## src/rtl/lt_pkg.sv

```systemverilog
package lt_pkg;

  typedef struct packed {
    logic loadInit;    // start a new period from the written value
    logic restartPre;  // prescaler back to zero
    logic clearPend;   // drop all pending expiries
    logic popPend;     // one delivery accepted
  } ltStrobes_t;

  localparam int NUM_ENTRIES = 6;
  localparam int MASK_BIT = 16;
  localparam int PERIODIC_BIT = 17;

  localparam logic [3:0] ADDR_CTRL   = 4'h0;
  localparam logic [3:0] ADDR_INIT   = 4'h1;
  localparam logic [3:0] ADDR_CUR    = 4'h2;
  localparam logic [3:0] ADDR_DIV    = 4'h3;
  localparam logic [3:0] ADDR_ENTRY0 = 4'h8;

  localparam logic [31:0] TIMER_KEEP = 32'h0003_10FF;
  localparam logic [31:0] OTHER_KEEP = 32'h0001_00FF;
  localparam logic [31:0] MASK_ONLY  = 32'h0001_0000;

endpackage

```

## src/rtl/lt_ctrl.sv

```systemverilog
module lt_ctrl
  import lt_pkg::*;
#(
  parameter int CNT_W = 32
) (
  input  logic             clk,
  input  logic             rstN,
  input  logic             regWr,
  input  logic [3:0]       regAddr,
  input  logic [31:0]      regWdata,
  output logic [31:0]      regRdata,
  input  logic [CNT_W-1:0] curRead,
  input  logic             pendNonZero,
  input  logic             hwEnable,
  input  logic             delivAck,
  output ltStrobes_t       strb,
  output logic [CNT_W-1:0] initVal,
  output logic [2:0]       divShift,
  output logic             periodic,
  output logic             delivReq,
  output logic [7:0]       delivVector
);

  logic [31:0] entryReg [NUM_ENTRIES];
  logic [NUM_ENTRIES-1:0] maskVec;
  logic swEn;
  logic [2:0] divCode;
  logic swOffWr;

  assign swOffWr = regWr && (regAddr == ADDR_CTRL) && !regWdata[0];

  always_ff @(posedge clk) begin
    if (!rstN) begin
      swEn    <= 1'b0;
      initVal <= '0;
      divCode <= 3'd0;
    end else if (regWr) begin
      if (regAddr == ADDR_CTRL) swEn <= regWdata[0];
      if (regAddr == ADDR_INIT) initVal <= regWdata[CNT_W-1:0];
      if (regAddr == ADDR_DIV) divCode <= {regWdata[3], regWdata[1], regWdata[0]};
    end
  end

  for (genvar i = 0; i < NUM_ENTRIES; i++) begin : gEntry
    localparam logic [31:0] KEEP = (i == 0) ? TIMER_KEEP : OTHER_KEEP;
    always_ff @(posedge clk) begin
      if (!rstN) begin
        entryReg[i] <= MASK_ONLY;
      end else if (swOffWr) begin
        entryReg[i] <= entryReg[i] | MASK_ONLY;
      end else if (regWr && (regAddr == ADDR_ENTRY0 + 4'(i))) begin
        entryReg[i] <= (regWdata & KEEP) | (swEn ? 32'h0 : MASK_ONLY);
      end
    end
    assign maskVec[i] = entryReg[i][MASK_BIT];
  end

  assign divShift    = divCode + 3'd1;
  assign periodic    = entryReg[0][PERIODIC_BIT];
  assign delivVector = entryReg[0][7:0];
  assign delivReq    = pendNonZero && !maskVec[0] && swEn && hwEnable;

  always_comb begin
    strb.loadInit   = regWr && (regAddr == ADDR_INIT);
    strb.restartPre = regWr && ((regAddr == ADDR_INIT) || (regAddr == ADDR_DIV));
    strb.clearPend  = strb.loadInit || swOffWr;
    strb.popPend    = delivReq && delivAck;
  end

  always_comb begin
    regRdata = 32'h0;
    case (regAddr)
      ADDR_CTRL: regRdata = {31'h0, swEn};
      ADDR_INIT: regRdata = 32'(initVal);
      ADDR_CUR:  regRdata = 32'(curRead);
      ADDR_DIV:  regRdata = {28'h0, divCode[2], 1'b0, divCode[1:0]};
      default: begin
        for (int i = 0; i < NUM_ENTRIES; i++)
          if (regAddr == ADDR_ENTRY0 + 4'(i)) regRdata = entryReg[i];
      end
    endcase
  end

  // with software enable off, every entry stays masked
  assert_masked_when_off_R7: assert property (@(posedge clk) disable iff (!rstN)
    !swEn |-> (&maskVec));

  // a timer-entry write never leaves bits outside the kept fields
  assert_timer_fields_R8: assert property (@(posedge clk) disable iff (!rstN)
    (regWr && regAddr == ADDR_ENTRY0) |=> ((entryReg[0] & ~TIMER_KEEP) == 32'h0));

endmodule

```

## src/rtl/lt_datapath.sv

```systemverilog
module lt_datapath
  import lt_pkg::*;
#(
  parameter int CNT_W  = 32,
  parameter int PEND_W = 4
) (
  input  logic             clk,
  input  logic             rstN,
  input  logic             busTick,
  input  ltStrobes_t       strb,
  input  logic [CNT_W-1:0] loadVal,
  input  logic [CNT_W-1:0] reloadVal,
  input  logic [2:0]       divShift,
  input  logic             periodic,
  output logic [CNT_W-1:0] curRead,
  output logic             pendNonZero
);

  localparam int PRE_W = 7;
  localparam logic [PEND_W-1:0] PEND_MAX = {PEND_W{1'b1}};

  logic [CNT_W-1:0]  cnt;
  logic [PRE_W-1:0]  preCnt;
  logic [PRE_W-1:0]  divLast;
  logic [PRE_W:0]    divOne;
  logic [PEND_W-1:0] pendCnt;
  logic preWrap;
  logic expire;

  assign divOne  = (PRE_W+1)'(1) << divShift;
  assign divLast = PRE_W'(divOne - (PRE_W+1)'(1));
  assign preWrap = (preCnt == divLast);
  assign expire  = !strb.restartPre && busTick && (cnt == CNT_W'(1)) && preWrap;

  always_ff @(posedge clk) begin
    if (!rstN) begin
      cnt    <= '0;
      preCnt <= '0;
    end else if (strb.loadInit) begin
      cnt    <= loadVal;
      preCnt <= '0;
    end else if (strb.restartPre) begin
      preCnt <= '0;
    end else if (busTick && (cnt != '0)) begin
      if (preWrap) begin
        preCnt <= '0;
        if (cnt == CNT_W'(1)) cnt <= periodic ? reloadVal : '0;
        else                  cnt <= cnt - CNT_W'(1);
      end else begin
        preCnt <= preCnt + PRE_W'(1);
      end
    end
  end

  always_ff @(posedge clk) begin
    if (!rstN || strb.clearPend) begin
      pendCnt <= '0;
    end else if (expire && !strb.popPend) begin
      if (pendCnt != PEND_MAX) pendCnt <= pendCnt + PEND_W'(1);
    end else if (strb.popPend && !expire) begin
      pendCnt <= pendCnt - PEND_W'(1);
    end
  end

  assign pendNonZero = (pendCnt != '0);
  assign curRead = (cnt == '0) ? '0 : ((preCnt == '0) ? cnt : cnt - CNT_W'(1));

  // pending expiries are gone right after a restart or disable
  assert_pend_cleared_R2: assert property (@(posedge clk) disable iff (!rstN)
    strb.clearPend |=> (pendCnt == '0));

  // an idle counter only leaves zero through a load
  assert_idle_stays_zero_R3: assert property (@(posedge clk) disable iff (!rstN)
    ((cnt == '0) && !strb.loadInit) |=> (cnt == '0));

  // pending counter moves by at most one per cycle
  assert_pend_step_R6: assert property (@(posedge clk) disable iff (!rstN)
    !strb.clearPend |=> ((pendCnt == $past(pendCnt)) ||
                         (pendCnt == $past(pendCnt) + PEND_W'(1)) ||
                         (pendCnt + PEND_W'(1) == $past(pendCnt))));

endmodule

```

## src/rtl/lt_timer.sv

```systemverilog
module lt_timer
  import lt_pkg::*;
#(
  parameter int CNT_W  = 32,
  parameter int PEND_W = 4
) (
  input  logic        clk,
  input  logic        rstN,
  input  logic        busTick,
  input  logic        hwEnable,
  input  logic        regWr,
  input  logic [3:0]  regAddr,
  input  logic [31:0] regWdata,
  output logic [31:0] regRdata,
  output logic        delivReq,
  output logic [7:0]  delivVector,
  input  logic        delivAck
);

  ltStrobes_t       strb;
  logic [CNT_W-1:0] initVal;
  logic [CNT_W-1:0] curRead;
  logic [2:0]       divShift;
  logic             periodic;
  logic             pendNonZero;

  lt_ctrl #(.CNT_W(CNT_W)) uCtrl (
    .clk(clk), .rstN(rstN), .regWr(regWr), .regAddr(regAddr),
    .regWdata(regWdata), .regRdata(regRdata), .curRead(curRead),
    .pendNonZero(pendNonZero), .hwEnable(hwEnable), .delivAck(delivAck),
    .strb(strb), .initVal(initVal), .divShift(divShift), .periodic(periodic),
    .delivReq(delivReq), .delivVector(delivVector)
  );

  lt_datapath #(.CNT_W(CNT_W), .PEND_W(PEND_W)) uData (
    .clk(clk), .rstN(rstN), .busTick(busTick), .strb(strb),
    .loadVal(regWdata[CNT_W-1:0]), .reloadVal(initVal), .divShift(divShift),
    .periodic(periodic), .curRead(curRead), .pendNonZero(pendNonZero)
  );

endmodule

```

## config.mk

```make
export PLATFORM = sky130hd
export DESIGN_NAME = lt_timer
export DESIGN_NICKNAME = d
export VERILOG_FILES = /design/src/rtl/lt_pkg.sv /design/src/rtl/lt_ctrl.sv /design/src/rtl/lt_datapath.sv /design/src/rtl/lt_timer.sv
export SDC_FILE = /design/constraint.sdc
export NUM_CORES = 1
export LEC_CHECK = 0
export BUFFER_PORTS_ARGS = -buffer_cell sky130_fd_sc_hd__buf_2
export CORE_ASPECT_RATIO = 0.9
export CORE_MARGIN = 2
export CORE_UTILIZATION = 55
export CTS_BUF_LIST = sky130_fd_sc_hd__clkbuf_8 sky130_fd_sc_hd__clkbuf_16
export DETAILED_ROUTE_END_ITERATION = 8
export PLACE_DENSITY_LB_ADDON = 0.12
export SLEW_MARGIN = 20
export SYNTH_ARGS = -nofsm -noshare
export SYNTH_HDL_FRONTEND = slang
export SYNTH_SLANG_ARGS = --single-unit
export TNS_END_PERCENT = 50
```

## constraint.sdc

```tcl
create_clock -name clk -period 6.75 [get_ports clk]
set_clock_uncertainty 0.15 [all_clocks]
set_input_delay 0.675 -clock clk [delete_from_list [all_inputs] [get_ports clk]]
set_output_delay 0.675 -clock clk [all_outputs]
set_load 0.05 [all_outputs]
```

==> key figures <==
Detailed routing
  • Initial DRC Count: 854
  • Final WL: 22.9 mm
  • DRC: 0
  • Post-DR wirelength/cell: 18.6 um
  • Routed Antenna Nets: 0
  • Mean number of vias per cell: 6.02
  • Vias: 7413
  • Drt pass-1 iters: 5

Pwr
  • Maximum vdd drop: 0.250 mV
  • Sw Pwr: 1.32 mW
  • Clock share of power: 0.283
  • Internal power: 1.93 mW
  • Sw frac: 0.406
  • Comb pwr share: 0.411
  • PD cells: 358 nW/um^2
  • Total Power: 3.25 mW
  • Leak Pwr: 3.37 nW
  • Share of power burned in registers: 0.305

Critical path
  • Startpoint types: register
  • Delay-heaviest family, CP: simple AND/OR/NAND/NOR gates
  • Worst setup EP type: primary output
  • Slowest-stage cell, CP: or4_1
  • CP Max Fanout: 28
  • Critical path class: reg2out
  • Worst-path cell chain: inv_1 > ha_1 > nor3b_1 > nand4_1 > or4_1 > nand3_1 > buf_4 > nor2_1 > a211oi_1 > a31oi_1 > buf_2
  • Crit path required time: 5920 ps
  • R2R cell count: 13
  • Worst setup path start: uData.cnt[0]$_SDFFE_PN0P_
  • WP data arrival: 4040 ps
  • CP bufs+invs: 3
  • R2r setup slk: 1940 ps
  • CP max stage delay: 680 ps
  • Critical R2R Capture: uData.cnt[3]$_SDFFE_PN0P_
  • RR Startpoint: uCtrl.divCode[0]$_SDFFE_PN0P_

Clock network
  • Reg clk slew, reported paths: 60 ps
  • CTS sink count: 135
  • Largest buffer count on any clock path: 2
  • CTS Buf Count: 17
  • Post-CTS Hold Buffers: 0
  • CTS tree: yes
  • H-tree depth: 4
  • Post-CTS setup buffers: 0
  • CTS resizes: 0
  • Root Driver: clkbuf_16
  • Worst-skew pair later-pin latency: 430 ps

Global routing
  • GRT overflow: 0
  • Largest net degree at the start of global routing: 81
  • Vias in the first global route: 6874
  • Initial antenna violation count: 0
  • Total Routing Usage GR: 0.296
  • Global-route wire length before repair: 36.6 mm

Placed design
  • Cells after DPL: 1199
  • Setup WS pre-CTS: 1970 ps
  • IO Port Bufs: 82
  • Dpl hpwl: 14.9 mm
  • Placed inst area: 8500 sq um
  • Final Wtd Congestion: 0.879

Floorplanning
  • Site row count: 42
  • # IOs: 83
  • Initial core utilization: 0.556
  • DIE AREA: 15700 sq um
  • Core area: 14600 sq um
  • Chip height: 119 um
  • Die width: 132 um

Layout
  • Non-Filler Instances: 1231
  • Finished layout cell area: 9080 sq um
  • Nets: 1072
  • Layout cells sized above 1: 0.137
  • P&R area growth vs syn: 12.2%
  • # diodes: 0
  • Fillers: 1319

Timing
  • Period utilisation layout: 0.721
  • RSZ-0062 raised after global routing: no
  • Worst Max-Slew Pin Slew: 1120 ps
  • Setup WS post-layout: 1880 ps
  • Final Critical Period: 4870 ps
  • Final setup violation count: 0
  • Max Slew Vio Count: 0
  • Worst slew margin: 0.247
  • Setup TNS: 0 ps
  • Fmax: 205 MHz
  • Fin. Hold Viols: 0

Hold path
  • Min-delay worst type: reg2reg
  • Worst Min Path Start: uCtrl.initVal[19]$_SDFFE_PN0P_
  • Worst Hold Endpoint: uCtrl.initVal[19]$_SDFFE_PN0P_
  • Min-Delay Path Depth: 2

Synth
  • Post-synth top flop: dfxtp_1
  • Synth area leader: edfxtp_1
  • Syn Inst Count: 991
  • Synth warnings: 0
  • Post-synthesis area per instance: 8.16 sq um
  • Unique masters post-synth: 72
  • Synthesized Nets: 1043
  • Post-Synthesis Cell Area: 8090 sq um
  • Seq/Total Area, Yosys: 0.403
  • EDFF count, synth: 56
  • Largest cells by area after synthesis: edfxtp_1 21%, dfxtp_1 20%, nand2_1 7.8%, a21oi_1 4.3%, nor2_1 3.9%
  • Share of flip-flops with an asynchronous set or reset: 0
  • Post-synth top area share: 0.208
  • Synth Register Bits: 135

Flow run
  • Number of max-cap violations: 0

Outcome
  • Status: finished, final reports clean
==> worst max path at each step <==
stage | to | slack [ps] | depth (start not counted)
after global placement | uData.cnt[3]$_SDFFE_PN0P_ | 2070 | 13
after detailed placement | uData.cnt[3]$_SDFFE_PN0P_ | 1970 | 13
after CTS | uData.cnt[3]$_SDFFE_PN0P_ | 1940 | 13
after floorplan | uData.pendCnt[3]$_SDFFE_PP0P_ | 2200 | 19
after global routing | uData.cnt[3]$_SDFFE_PN0P_ | 1560 | 13
final | regRdata[6] | 1880 | 11
==> routing by layer <==
layer  vias up  global-route usage  routed length, um
met5         -                   0                  0
met4         0              0.0931                459
met3        37              0.0473               1750
met2       312               0.461              10400
met1      3487               0.425              10300
li1       3577                   -                  -
==> metrics by stage <==
stage / hold slack (ps) / utilization
5_1_grt: 339 / 0.624
3_5_place_dp: 314 / 0.584
3_3_place_gp: 311 / 0.584
4_1_cts: 323 / 0.624
6_report: 322 / 0.624
2_1_floorplan: 299 / -
==> cell usage in the layout (no fill, tap or decap), drive strengths merged, types with 13 or more instances in the layout <==
cell type,count
edfxtp,56
dfxtp,79
a31oi,18
clkbuf,17
mux2i,20
nand3,25
buf,94
inv,18
and3,13
nor3,27
and2,50
nand2,168
a21oi,70
xor2,20
xnor2,26
nor2,84
o21ai,74
==> kinds of logic after synthesis <==
group,count (synthesis),share of synthesized area
XOR/XNOR,46,0.0498
flip-flops,135,0.403
multiplexers,21,0.0277
adder cells (fa/ha/maj),10,0.0164
AND/OR/NAND/NOR,433,0.257
buffers and inverters,97,0.0506
AO/OA/AOI/OAI,249,0.195
==> synthesized netlist by cell type (all sizes together), types with 8 or more instances <==
| master | number |
|---|---|
| nand3 | 25 |
| inv | 11 |
| or2 | 8 |
| edfxtp | 56 |
| nand2 | 168 |
| ha | 9 |
| nor3 | 27 |
| mux2i | 20 |
| nand2b | 8 |
| a22o | 8 |
| a211oi | 11 |
| nor2 | 84 |
| o21ai | 74 |
| xnor2 | 26 |
| clkbuf | 64 |
| and3 | 13 |
| a21oi | 70 |
| xor2 | 20 |
| dfxtp | 79 |
| buf | 20 |
| a31oi | 18 |
| and2 | 50 |
| nor4 | 10 |
==> layout make-up <==
cell class	count	area (sq um)	area share
multi-input cells	759	4440	0.489
flip-flops and latches	135	3260	0.359
repair buffers	94	500	0.0551
clock buffers	17	425	0.0468
well taps	198	248	0.0273
clock inverters	15	153	0.0168
inverters	13	48.8	0.00537
==> registers in the layout, indices dropped and copies added, names as in the netlist <==
register / flops
uCtrl.swEn: 1
uCtrl.divCode: 3
uData.pendCnt: 4
uCtrl.entryReg: 56
uData.preCnt: 7
uCtrl.initVal: 32
uData.cnt: 32
==> power groups by stage <==
stage	clock, mW	sequential, mW	combinational (mW)
6_report	0.921	0.994	1.34
5_1_grt	0.962	1.00	1.48
4_1_cts	0.924	0.990	1.32
3_5_place_dp	0	1.01	1.31
3_3_place_gp	0	1.01	1.30
2_1_floorplan	0	0.978	1.04
==> worst register-to-register path: stages, from the launching register on <==
cell	delay, ps
dfxtp_1	620
and2_1	230
ha_1	420
or3b_2	490
ha_1	270
nor2b_1	220
nor3_1	160
o21ai_1	80
a32oi_1	310
o211ai_1	260
nor2_2	660
buf_4	350
a211oi_1	90
a2111oi_0	380
(Power assumes the default switching activity.)
